File: config.mk
export PLATFORM = sky130hd
export DESIGN_NAME = split_mul
export DESIGN_NICKNAME = d
export VERILOG_FILES = /design/src/rtl/split_mul_pkg.sv /design/src/rtl/split_mul_ctrl.sv /design/src/rtl/split_mul_dp.sv /design/src/rtl/split_mul.sv
export SDC_FILE = /design/constraint.sdc
export NUM_CORES = 1
export LEC_CHECK = 0
export BUFFER_PORTS_ARGS = -buffer_cell sky130_fd_sc_hd__buf_4
export CAP_MARGIN = 0
export CORE_MARGIN = 1.5
export CORE_UTILIZATION = 36
export CTS_CLUSTER_DIAMETER = 200
export DETAILED_ROUTE_END_ITERATION = 16
export PLACE_DENSITY = 0.51
export SLEW_MARGIN = 40
export SYNTH_ARGS = -nofsm -noshare
export SYNTH_HDL_FRONTEND = slang
export SYNTH_HIERARCHICAL = 1
export SYNTH_SLANG_ARGS = --single-unit
File: constraint.sdc
create_clock -name clk -period 9.43 [get_ports clk]
set_clock_uncertainty 0.05 [all_clocks]
set_input_delay 0.4715 -clock clk [delete_from_list [all_inputs] [get_ports clk]]
set_output_delay 0.4715 -clock clk [all_outputs]
set_load 0.01 [all_outputs]
File: src/rtl/split_mul_pkg.sv
package split_mul_pkg;

  // Number of half-by-half products per operation.
  localparam int NUM_PARTS = 4;
  localparam int PART_IDX_W = $clog2(NUM_PARTS);

  // Strobes from control to datapath.
  typedef struct packed {
    logic                  load;  // capture operands, clear accumulator
    logic                  step;  // add one shifted half product
    logic [PART_IDX_W-1:0] idx;   // bit0 picks A half, bit1 picks B half
    logic                  last;  // final step: publish the product
  } mulStrobe_t;

endpackage

File: src/rtl/split_mul_ctrl.sv
module split_mul_ctrl
  import split_mul_pkg::*;
(
  input  logic       clk,
  input  logic       rst,
  input  logic       start,
  output mulStrobe_t strobe,
  output logic       busy,
  output logic       done
);

  typedef enum logic {S_IDLE, S_RUN} ctrlState_t;

  localparam logic [PART_IDX_W-1:0] LAST_IDX = PART_IDX_W'(NUM_PARTS - 1);

  ctrlState_t            state;
  logic [PART_IDX_W-1:0] stepCnt;

  always_comb begin
    strobe.load = start && (state == S_IDLE);
    strobe.step = (state == S_RUN);
    strobe.idx  = stepCnt;
    strobe.last = (state == S_RUN) && (stepCnt == LAST_IDX);
  end

  assign busy = (state == S_RUN);

  always_ff @(posedge clk) begin
    if (rst) begin
      state   <= S_IDLE;
      stepCnt <= '0;
      done    <= 1'b0;
    end else begin
      done <= strobe.last;
      unique case (state)
        S_IDLE: begin
          if (strobe.load) begin
            state   <= S_RUN;
            stepCnt <= '0;
          end
        end
        S_RUN: begin
          stepCnt <= stepCnt + 1'b1;
          if (strobe.last) state <= S_IDLE;
        end
        default: state <= S_IDLE;
      endcase
    end
  end

  // an accepted start makes the block busy on the next cycle
  a_r2_load_busy: assert property (@(posedge clk) disable iff (rst)
    strobe.load |=> busy);

  // the final step is followed by exactly one done cycle
  a_r3_done_after_last: assert property (@(posedge clk) disable iff (rst)
    strobe.last |=> (done && !busy));

  a_r3_done_single: assert property (@(posedge clk) disable iff (rst)
    done |=> !done);

  // a running operation is not cut short by further starts
  a_r7_run_continues: assert property (@(posedge clk) disable iff (rst)
    (busy && !strobe.last) |=> (busy && stepCnt == $past(stepCnt) + 1'b1));

endmodule

File: src/rtl/split_mul_dp.sv
module split_mul_dp
  import split_mul_pkg::*;
#(
  parameter int W              = 8,
  parameter bit SIGNED_SUPPORT = 1'b1
) (
  input  logic           clk,
  input  logic           rst,
  input  mulStrobe_t     strobe,
  input  logic           signedMode,
  input  logic [W-1:0]   opA,
  input  logic [W-1:0]   opB,
  output logic [2*W-1:0] product
);

  localparam int H = W / 2;
  localparam int P = 2 * W;

  logic [W-1:0] magA, magB;
  logic         negIn;

  // Magnitudes; the most negative value maps to 2^(W-1) as unsigned.
  generate
    if (SIGNED_SUPPORT) begin : g_signed
      assign magA  = (signedMode && opA[W-1]) ? (~opA + 1'b1) : opA;
      assign magB  = (signedMode && opB[W-1]) ? (~opB + 1'b1) : opB;
      assign negIn = signedMode && (opA[W-1] ^ opB[W-1]);
    end else begin : g_unsigned
      assign magA  = opA;
      assign magB  = opB;
      assign negIn = 1'b0;
    end
  endgenerate

  logic [W-1:0] aReg, bReg;
  logic         negReg;
  logic [P-1:0] acc;

  logic [H-1:0] aHalf, bHalf;
  logic [W-1:0] partProd;
  logic [P-1:0] partExt, partShifted, accNext;
  logic [1:0]   weightSel;

  always_comb begin
    aHalf       = strobe.idx[0] ? aReg[W-1:H] : aReg[H-1:0];
    bHalf       = strobe.idx[1] ? bReg[W-1:H] : bReg[H-1:0];
    partProd    = {{(W-H){1'b0}}, aHalf} * {{(W-H){1'b0}}, bHalf};
    partExt     = {{W{1'b0}}, partProd};
    weightSel   = {1'b0, strobe.idx[0]} + {1'b0, strobe.idx[1]};
    unique case (weightSel)
      2'd0:    partShifted = partExt;
      2'd1:    partShifted = partExt << H;
      default: partShifted = partExt << W;
    endcase
    accNext     = acc + partShifted;
  end

  always_ff @(posedge clk) begin
    if (rst) begin
      aReg    <= '0;
      bReg    <= '0;
      negReg  <= 1'b0;
      acc     <= '0;
      product <= '0;
    end else begin
      if (strobe.load) begin
        aReg   <= magA;
        bReg   <= magB;
        negReg <= negIn;
        acc    <= '0;
      end else if (strobe.step) begin
        acc <= accNext;
      end
      if (strobe.last) product <= negReg ? (~accNext + P'(1)) : accNext;
    end
  end

  // product changes only when an operation completes
  a_r8_product_hold: assert property (@(posedge clk) disable iff (rst)
    !strobe.last |=> $stable(product));

  // a nonzero result with unlike signs is negative
  a_r6_sign_of_result: assert property (@(posedge clk) disable iff (rst)
    (strobe.last && negReg && accNext != '0) |=> product[P-1]);

  // the first step adds the low-by-low term to a cleared accumulator
  a_r5_first_term: assert property (@(posedge clk) disable iff (rst)
    (strobe.step && strobe.idx == '0) |-> (acc == '0));

endmodule

File: src/rtl/split_mul.sv
module split_mul
  import split_mul_pkg::*;
#(
  parameter int W              = 8,
  parameter bit SIGNED_SUPPORT = 1'b1
) (
  input  logic           clk,
  input  logic           rst,
  input  logic           start,
  input  logic           signedMode,
  input  logic [W-1:0]   opA,
  input  logic [W-1:0]   opB,
  output logic           busy,
  output logic           done,
  output logic [2*W-1:0] product
);

  mulStrobe_t strobe;

  split_mul_ctrl u_ctrl (
    .clk    (clk),
    .rst    (rst),
    .start  (start),
    .strobe (strobe),
    .busy   (busy),
    .done   (done)
  );

  split_mul_dp #(
    .W              (W),
    .SIGNED_SUPPORT (SIGNED_SUPPORT)
  ) u_dp (
    .clk        (clk),
    .rst        (rst),
    .strobe     (strobe),
    .signedMode (signedMode),
    .opA        (opA),
    .opB        (opB),
    .product    (product)
  );

  // idle and cleared right after reset
  a_r1_reset_idle: assert property (@(posedge clk)
    $past(rst) |-> (!busy && !done && product == '0));

endmodule

Word-level counts from Yosys, hierarchy flattened
Index checks and enable logic that the tools add are counted.

Add/sub/neg operators: 6. Multiply operators: 1. Div/mod/pow operators: 0. $lt $le $gt $ge: 0. Equality and inequality tests: 3. Shifts and indexed selects: 0. Mux-type cells: 11. Bitwise logic cells: 5. Reduce and logical (&&, ||, !) cells: 7.

Operator list (number): one-hot mux 16 bit (2 select lines) (1); adder 16 x 1 -> 16 bit, second input constant (1); adder 16 bit (1); adder 8 x 1 -> 8 bit, second input constant (2); 2-to-1 mux 16 bit (1); 2-to-1 mux 8 bit (2); inverter 16 bit (1); inverter 8 bit (2); multiplier 4 x 4 -> 8 bit (1); 2-to-1 mux 4 bit (2); logical AND 1 bit (5); one-hot mux 2 bit (2 select lines) (1); adder 1 x 1 -> 2 bit (1); adder 2 x 1 -> 2 bit, second input constant (1); equality test 2 x 1 -> 1 bit, second input constant (1); equality test 2 bit, second input constant (1); zero test 2 bit (1); 2-to-1 mux 1 bit (2); 2-to-1 mux 2 bit (1); inequality test 2 bit, second input constant (1); one-hot mux 1 bit (2 select lines) (1); OR reduction 2 bit (1); inverter 1 bit (1); XOR 1 bit (1).

Bits in registers: 53. Bits in latches: 0. Memory bits (writable): 0. Bits in read-only memories: 0. Input bits: 20. Output and inout bits: 18. Logic and storage cells: 41. Memories kept: 0.

Longest topological paths before layout
Depth after elaboration: 7. Mapped depth: 23. Mapped depth without buffers: 22.

Cells and area by module
The synthesis kept the hierarchy.

By module, submodules not included: split_mul_dp (instances 1, cells an instance 468, area an instance 3828.7 um^2, seq. area each 980.9 um^2); split_mul_ctrl (instances 1, cells an instance 17, area an instance 170.2 um^2, seq. area each 80.1 um^2).

Least setup slack after synthesis
Ideal clock, no wire load.

Kind: flip-flop to flip-flop. Start: reg u_ctrl.stepCnt[0]. End: reg u_dp.product[13]. Setup time: 0.138 ns. Arrival: 5.493 ns. Data required time: 9.242 ns. Slack: 3.749 ns. Stages on the path, launching flop included: 24. Path buffers: 1. Clock period less this slack: 5.681 ns. Path through: dfxtp_1 -> clkbuf_1 -> mux2i_1 -> or2_2 -> fa_1 -> inv_1 -> fa_1 -> ha_1 -> a21o_1 -> a21oi_1 -> o21bai_1 -> a21oi_1 -> xnor2_1 -> a21oi_1 -> nor2_1 -> ha_1 -> and3_2 -> a221oi_2 -> o21ai_2 -> a2111oi_4 -> nor3_2 -> or3_1 -> o2111ai_1 -> o221ai_1.

Longest elaborated chain between the ends: 7. Elaborated cells on any way between the ends: 12. Classes of those cells: add/sub (3); mul (1); eq/ne (2); mux (3); bitwise (1); reduce/logical (2).

Ends and longest elaborated chain: start: declaration (line split_mul_ctrl.sv:17) `logic [PART_IDX_W-1:0] stepCnt;`; start signal: assignment (line split_mul_ctrl.sv:43) `stepCnt <= stepCnt + 1'b1;`; 2-to-1 mux 4 bit / adder 1 x 1 -> 2 bit (equally long branches) (line split_mul_dp.sv:45, split_mul_dp.sv:49); multiplier 4 x 4 -> 8 bit, or another cell as far along (line split_mul_dp.sv:47) `partProd = {{(W-H){1'b0}}, aHalf} * {{(W-H){1'b0}}, bHalf};`; one-hot mux 16 bit (2 select lines) (line split_mul_dp.sv:50) `unique case (weightSel)`; adder 16 bit (line split_mul_dp.sv:55) `accNext = acc + partShifted;`; inverter 16 bit (line split_mul_dp.sv:74) `if (strobe.last) product <= negReg ? (~accNext + P'(1)) : accNext;`; adder 16 x 1 -> 16 bit (line split_mul_dp.sv:74); 2-to-1 mux 16 bit (line split_mul_dp.sv:74); end signal: assignment (line split_mul_dp.sv:74); end: declaration (line split_mul_dp.sv:13) `output logic [2*W-1:0] product`.

Several ways; a longest one is shown, not always the timed one. A chain may end at the register's enable or synchronous reset.

Worst setup path in the final report
Same ends and word-level chain as after synthesis.

==> reports/summary.log <==
qor: synthesis.syn_inst 485
qor: drt.drcViolationCount 0
qor: drt.dr_wl_met3 177 um
qor: drt.via_count 3474
qor: drt.drtPass1Iterations 4
qor: die.die_y 108 um
qor: drt.route.met2.wl 4840 um
qor: die.core.rowCount 38
qor: sta.fmax 164 MHz
qor: sta.final-setup-viol-count 0
qor: final_layout.antenna-diode-count 0
qor: drt.drt_iter0_drc 179
qor: synthesis.post_synth_main_area_contributors dfxtp_1 27%, ha_1 10%, nor2_1 6.8%, mux2i_1 6.5%, a211oi_1 3.4%
qor: clock_tree.cts_max_level 2
qor: synthesis.yosys.area.top_type_share 0.265
qor: global_routing.grt_pass1_wl 16000 um
qor: sta.finalSetupTns 0 ns
qor: sta.setup_repair_after_global_routing_missed_its_margin no
qor: final_layout.layout.cells.most_common nor2_1
qor: die.initial_core_utilization 0.369
qor: clock_tree.worst_setup_hold_path_clk_slew 0.11 ns
qor: sta.timing.final.crit_share 0.646
qor: sta.max_slew_headroom 0.415
qor: die.io-pin-count 38
qor: global_routing.initial_antenna_violation_count 0
qor: clock_tree.post_cts_hold_buffer_count 0
qor: synthesis.syn_nets 543
qor: final_layout.design.final.nets 566
qor: power.total_leakage_power 0.00187 uW
qor: drt.wire_per_inst 14.9 um
qor: clock_tree.cts_resized 0
qor: clock_tree.cts_root_buf clkbuf_8
qor: sta.final_max_slew_viol_count 0
qor: die.die_w 108 um
qor: power.worst_ir_drop_vdd 0.0626 mV
qor: setup_path.critPathArrivalTime 6.24 ns
qor: global_routing.first_global_vias 3294
qor: drt.routed_wl 9650 um
qor: drt.postRouteAntennaNets 0
qor: final_layout.multiInputGateArea 2760 um2
qor: synthesis.synth_cell_type_count 60
qor: clock_tree.cts_tree built
qor: placed_design.detailed_place_hpwl 7470 um
qor: synthesis.postSynthRegisterBits 53
qor: min_path.hold_path.class primary input to register
qor: final_layout.nFillCells 1123
qor: synthesis.synth_warnings 6
qor: final_layout.final_core_utilization 0.411
qor: run.maxCapViolations 0
qor: global_routing.grt_max_degree 42
qor: final_layout.final_layout_size_suffix_gt1_frac 0.130
qor: power.power.switching 157 uW
qor: clock_tree.cts.sinks 53
qor: sta.period_needed 6.09 ns
qor: synthesis.synth-edff-count 0
qor: clock_tree.post_cts_buffers 0
qor: clock_tree.clock_latency 0.31 ns
qor: drt.met1Wirelength 4500 um
qor: synthesis.postSynthAreaPerCell 8.25 um2
qor: global_routing.grtUsageTotal 0.171
qor: power.clock_power_share 0.276
qor: setup_path.cp_max_fo 9
qor: synthesis.async_flop_share 0
qor: power.power.share.sequential 0.489
qor: placed_design.place_congestion 0.837
qor: synthesis.synth_top_flop_cell dfxtp_1
qor: power.p_int 329 uW
qor: clock_tree.cts.path.max_buffers 2
qor: sta.report.final.hold_viol_count 0
qor: run_status.outcome finished, final reports clean
qor: final_layout.area_growth 11.5%
qor: setup_path.timing_worst_setup_path_type register to register
qor: drt.top_layer_used met4
qor: power.p_sw_frac 0.322
qor: global_routing.global_route.overflow_total 0
qor: setup_path.worst_setup_path_start_kind register
qor: synthesis.yosysSeqAreaShare 0.265
qor: final_layout.register_area 1060 um2
qor: final_layout.mostFrequentLayoutCells 72 x nor2_1, 53 x dfxtp_1, 38 x buf_4
qor: setup_path.type_of_destination_of_the_critical_path register
qor: setup_path.crit_required 9.58 ns
qor: clock_tree.cts_buffer_count 5
qor: drt.detail_route.vias_per_cell 5.35
qor: synthesis.post-synth-top-area-cell dfxtp_1
qor: power.power_frac_comb 0.236
qor: die.fp.coreArea 10800 um2
qor: sta.worst_slew_pin_slew 0.874 ns
qor: die.dieArea 11700 um2
qor: synthesis.mappedNetlistArea 4000 um2
qor: power.power.density_cell_area 109 nW/um2
qor: placed_design.placement.io_buffers 37
[flip-flops by register name, summed over array words and instances (netlist names)]
register        count
u_ctrl/stepCnt      2
u_ctrl/busy         1
u_dp/aReg           8
u_ctrl/done         1
u_dp/acc           16
u_dp/bReg           8
u_dp/product       16
u_dp/negReg         1
[cell type report]
class	count	area share
inverter	24	0.0202
tap	140	0.0393
clock inverter	2	0.00337
multi-input combinational	386	0.619
sequential	53	0.238
timing repair buffer	38	0.0640
clock buffer	6	0.0163
[power by group through the flow]
stage          Combinational (uW)  Sequential (uW)  Clock [uW]
4_1_cts                       115              238         138
6_report                      114              237         134
5_1_grt                       128              239         149
2_1_floorplan                85.4              240           0
3_3_place_gp                  113              243           0
3_5_place_dp                  114              243           0
[logic make-up (layout without fill, tap and decap cells)]
logic type	Yosys count	after routing	share of synthesized area
multiplexers	26	26	0.0651
buffers and inverters	46	70	0.0441
AO/OA/AOI/OAI	115	115	0.214
adder cells (fa/ha/maj)	38	38	0.128
flip-flops	53	53	0.265
AND/OR/NAND/NOR	181	181	0.226
XOR/XNOR	26	26	0.0569
[Yosys cell counts (2+ instances only)]
cell type  instances
nor2_1            72
dfxtp_1           53
ha_1              33
a21oi_1           27
mux2i_1           26
inv_1             24
nand3_1           20
nand2_1           19
a211oi_1          18
clkbuf_1          17
xnor2_1           14
o21ai_0           12
xor2_1            12
or3_1             11
a21o_1             9
nor2b_1            8
and3_1             7
a311oi_1           6
and2_1             6
nand2b_1           6
or2_2              6
fa_1               5
nor3_1             5
nor3b_1            5
o31ai_1            5
a22oi_1            4
a31oi_1            4
buf_1              4
nand4_1            4
a211o_1            3
o2111ai_1          3
o21bai_1           3
a2111oi_4          2
a221oi_2           2
a22o_1             2
nand4b_1           2
o21a_1             2
or3b_1             2
[stage by stage]
step                      hold slack (ns)  worst slack [ns]  std cells  cell area [um2]  total power [uW]
after floorplan                     0.399              3.75        485             4000               325
after global placement              0.410              3.56        641             4370               356
after detailed placement            0.419              3.34        641             4370               357
after CTS                           0.364              3.33        649             4460               491
after global routing                0.368              2.86        649             4460               516
final                               0.370              3.34        649             4460               486
[path summary, 6_finish.rpt]
kind,from,cells after the start,endpoint,slack [ns]
max,u_ctrl/stepCnt[0],22,u_dp/product[13],3.34
min,opB[0],3,u_dp/bReg[0],0.37
max reg2reg,u_ctrl/stepCnt[0],22,u_dp/product[13],3.34
min reg2reg,u_dp/bReg[7],2,u_dp/bReg[7],0.44
[layer usage]
| layer | up-vias | track usage |
|---|---|---|
| li1 | 1793 | - |
| met1 | 1629 | 0.209 |
| met2 | 42 | 0.312 |
| met3 | 10 | 0.0265 |
| met4 | 0 | 0.0423 |
| met5 | - | 0 |
[critical path, stage by stage, from the launching register on]
cell       delay, ns
dfxtp_1         0.55
mux2i_1         0.22
or2_2           0.33
fa_1            0.53
inv_1           0.05
fa_1            0.49
ha_1            0.30
a21o_1          0.17
a21oi_1         0.29
o21bai_1        0.10
a21oi_1         0.18
xnor2_1         0.11
a21oi_1         0.17
nor2_1          0.06
ha_1            0.36
and3_2          0.24
a221oi_2        0.31
o21ai_2         0.16
a2111oi_4       0.38
nor3_2          0.15
or3_1           0.39
o2111ai_1       0.24
o221ai_1        0.14
Power figures use the tool's default switching activity.
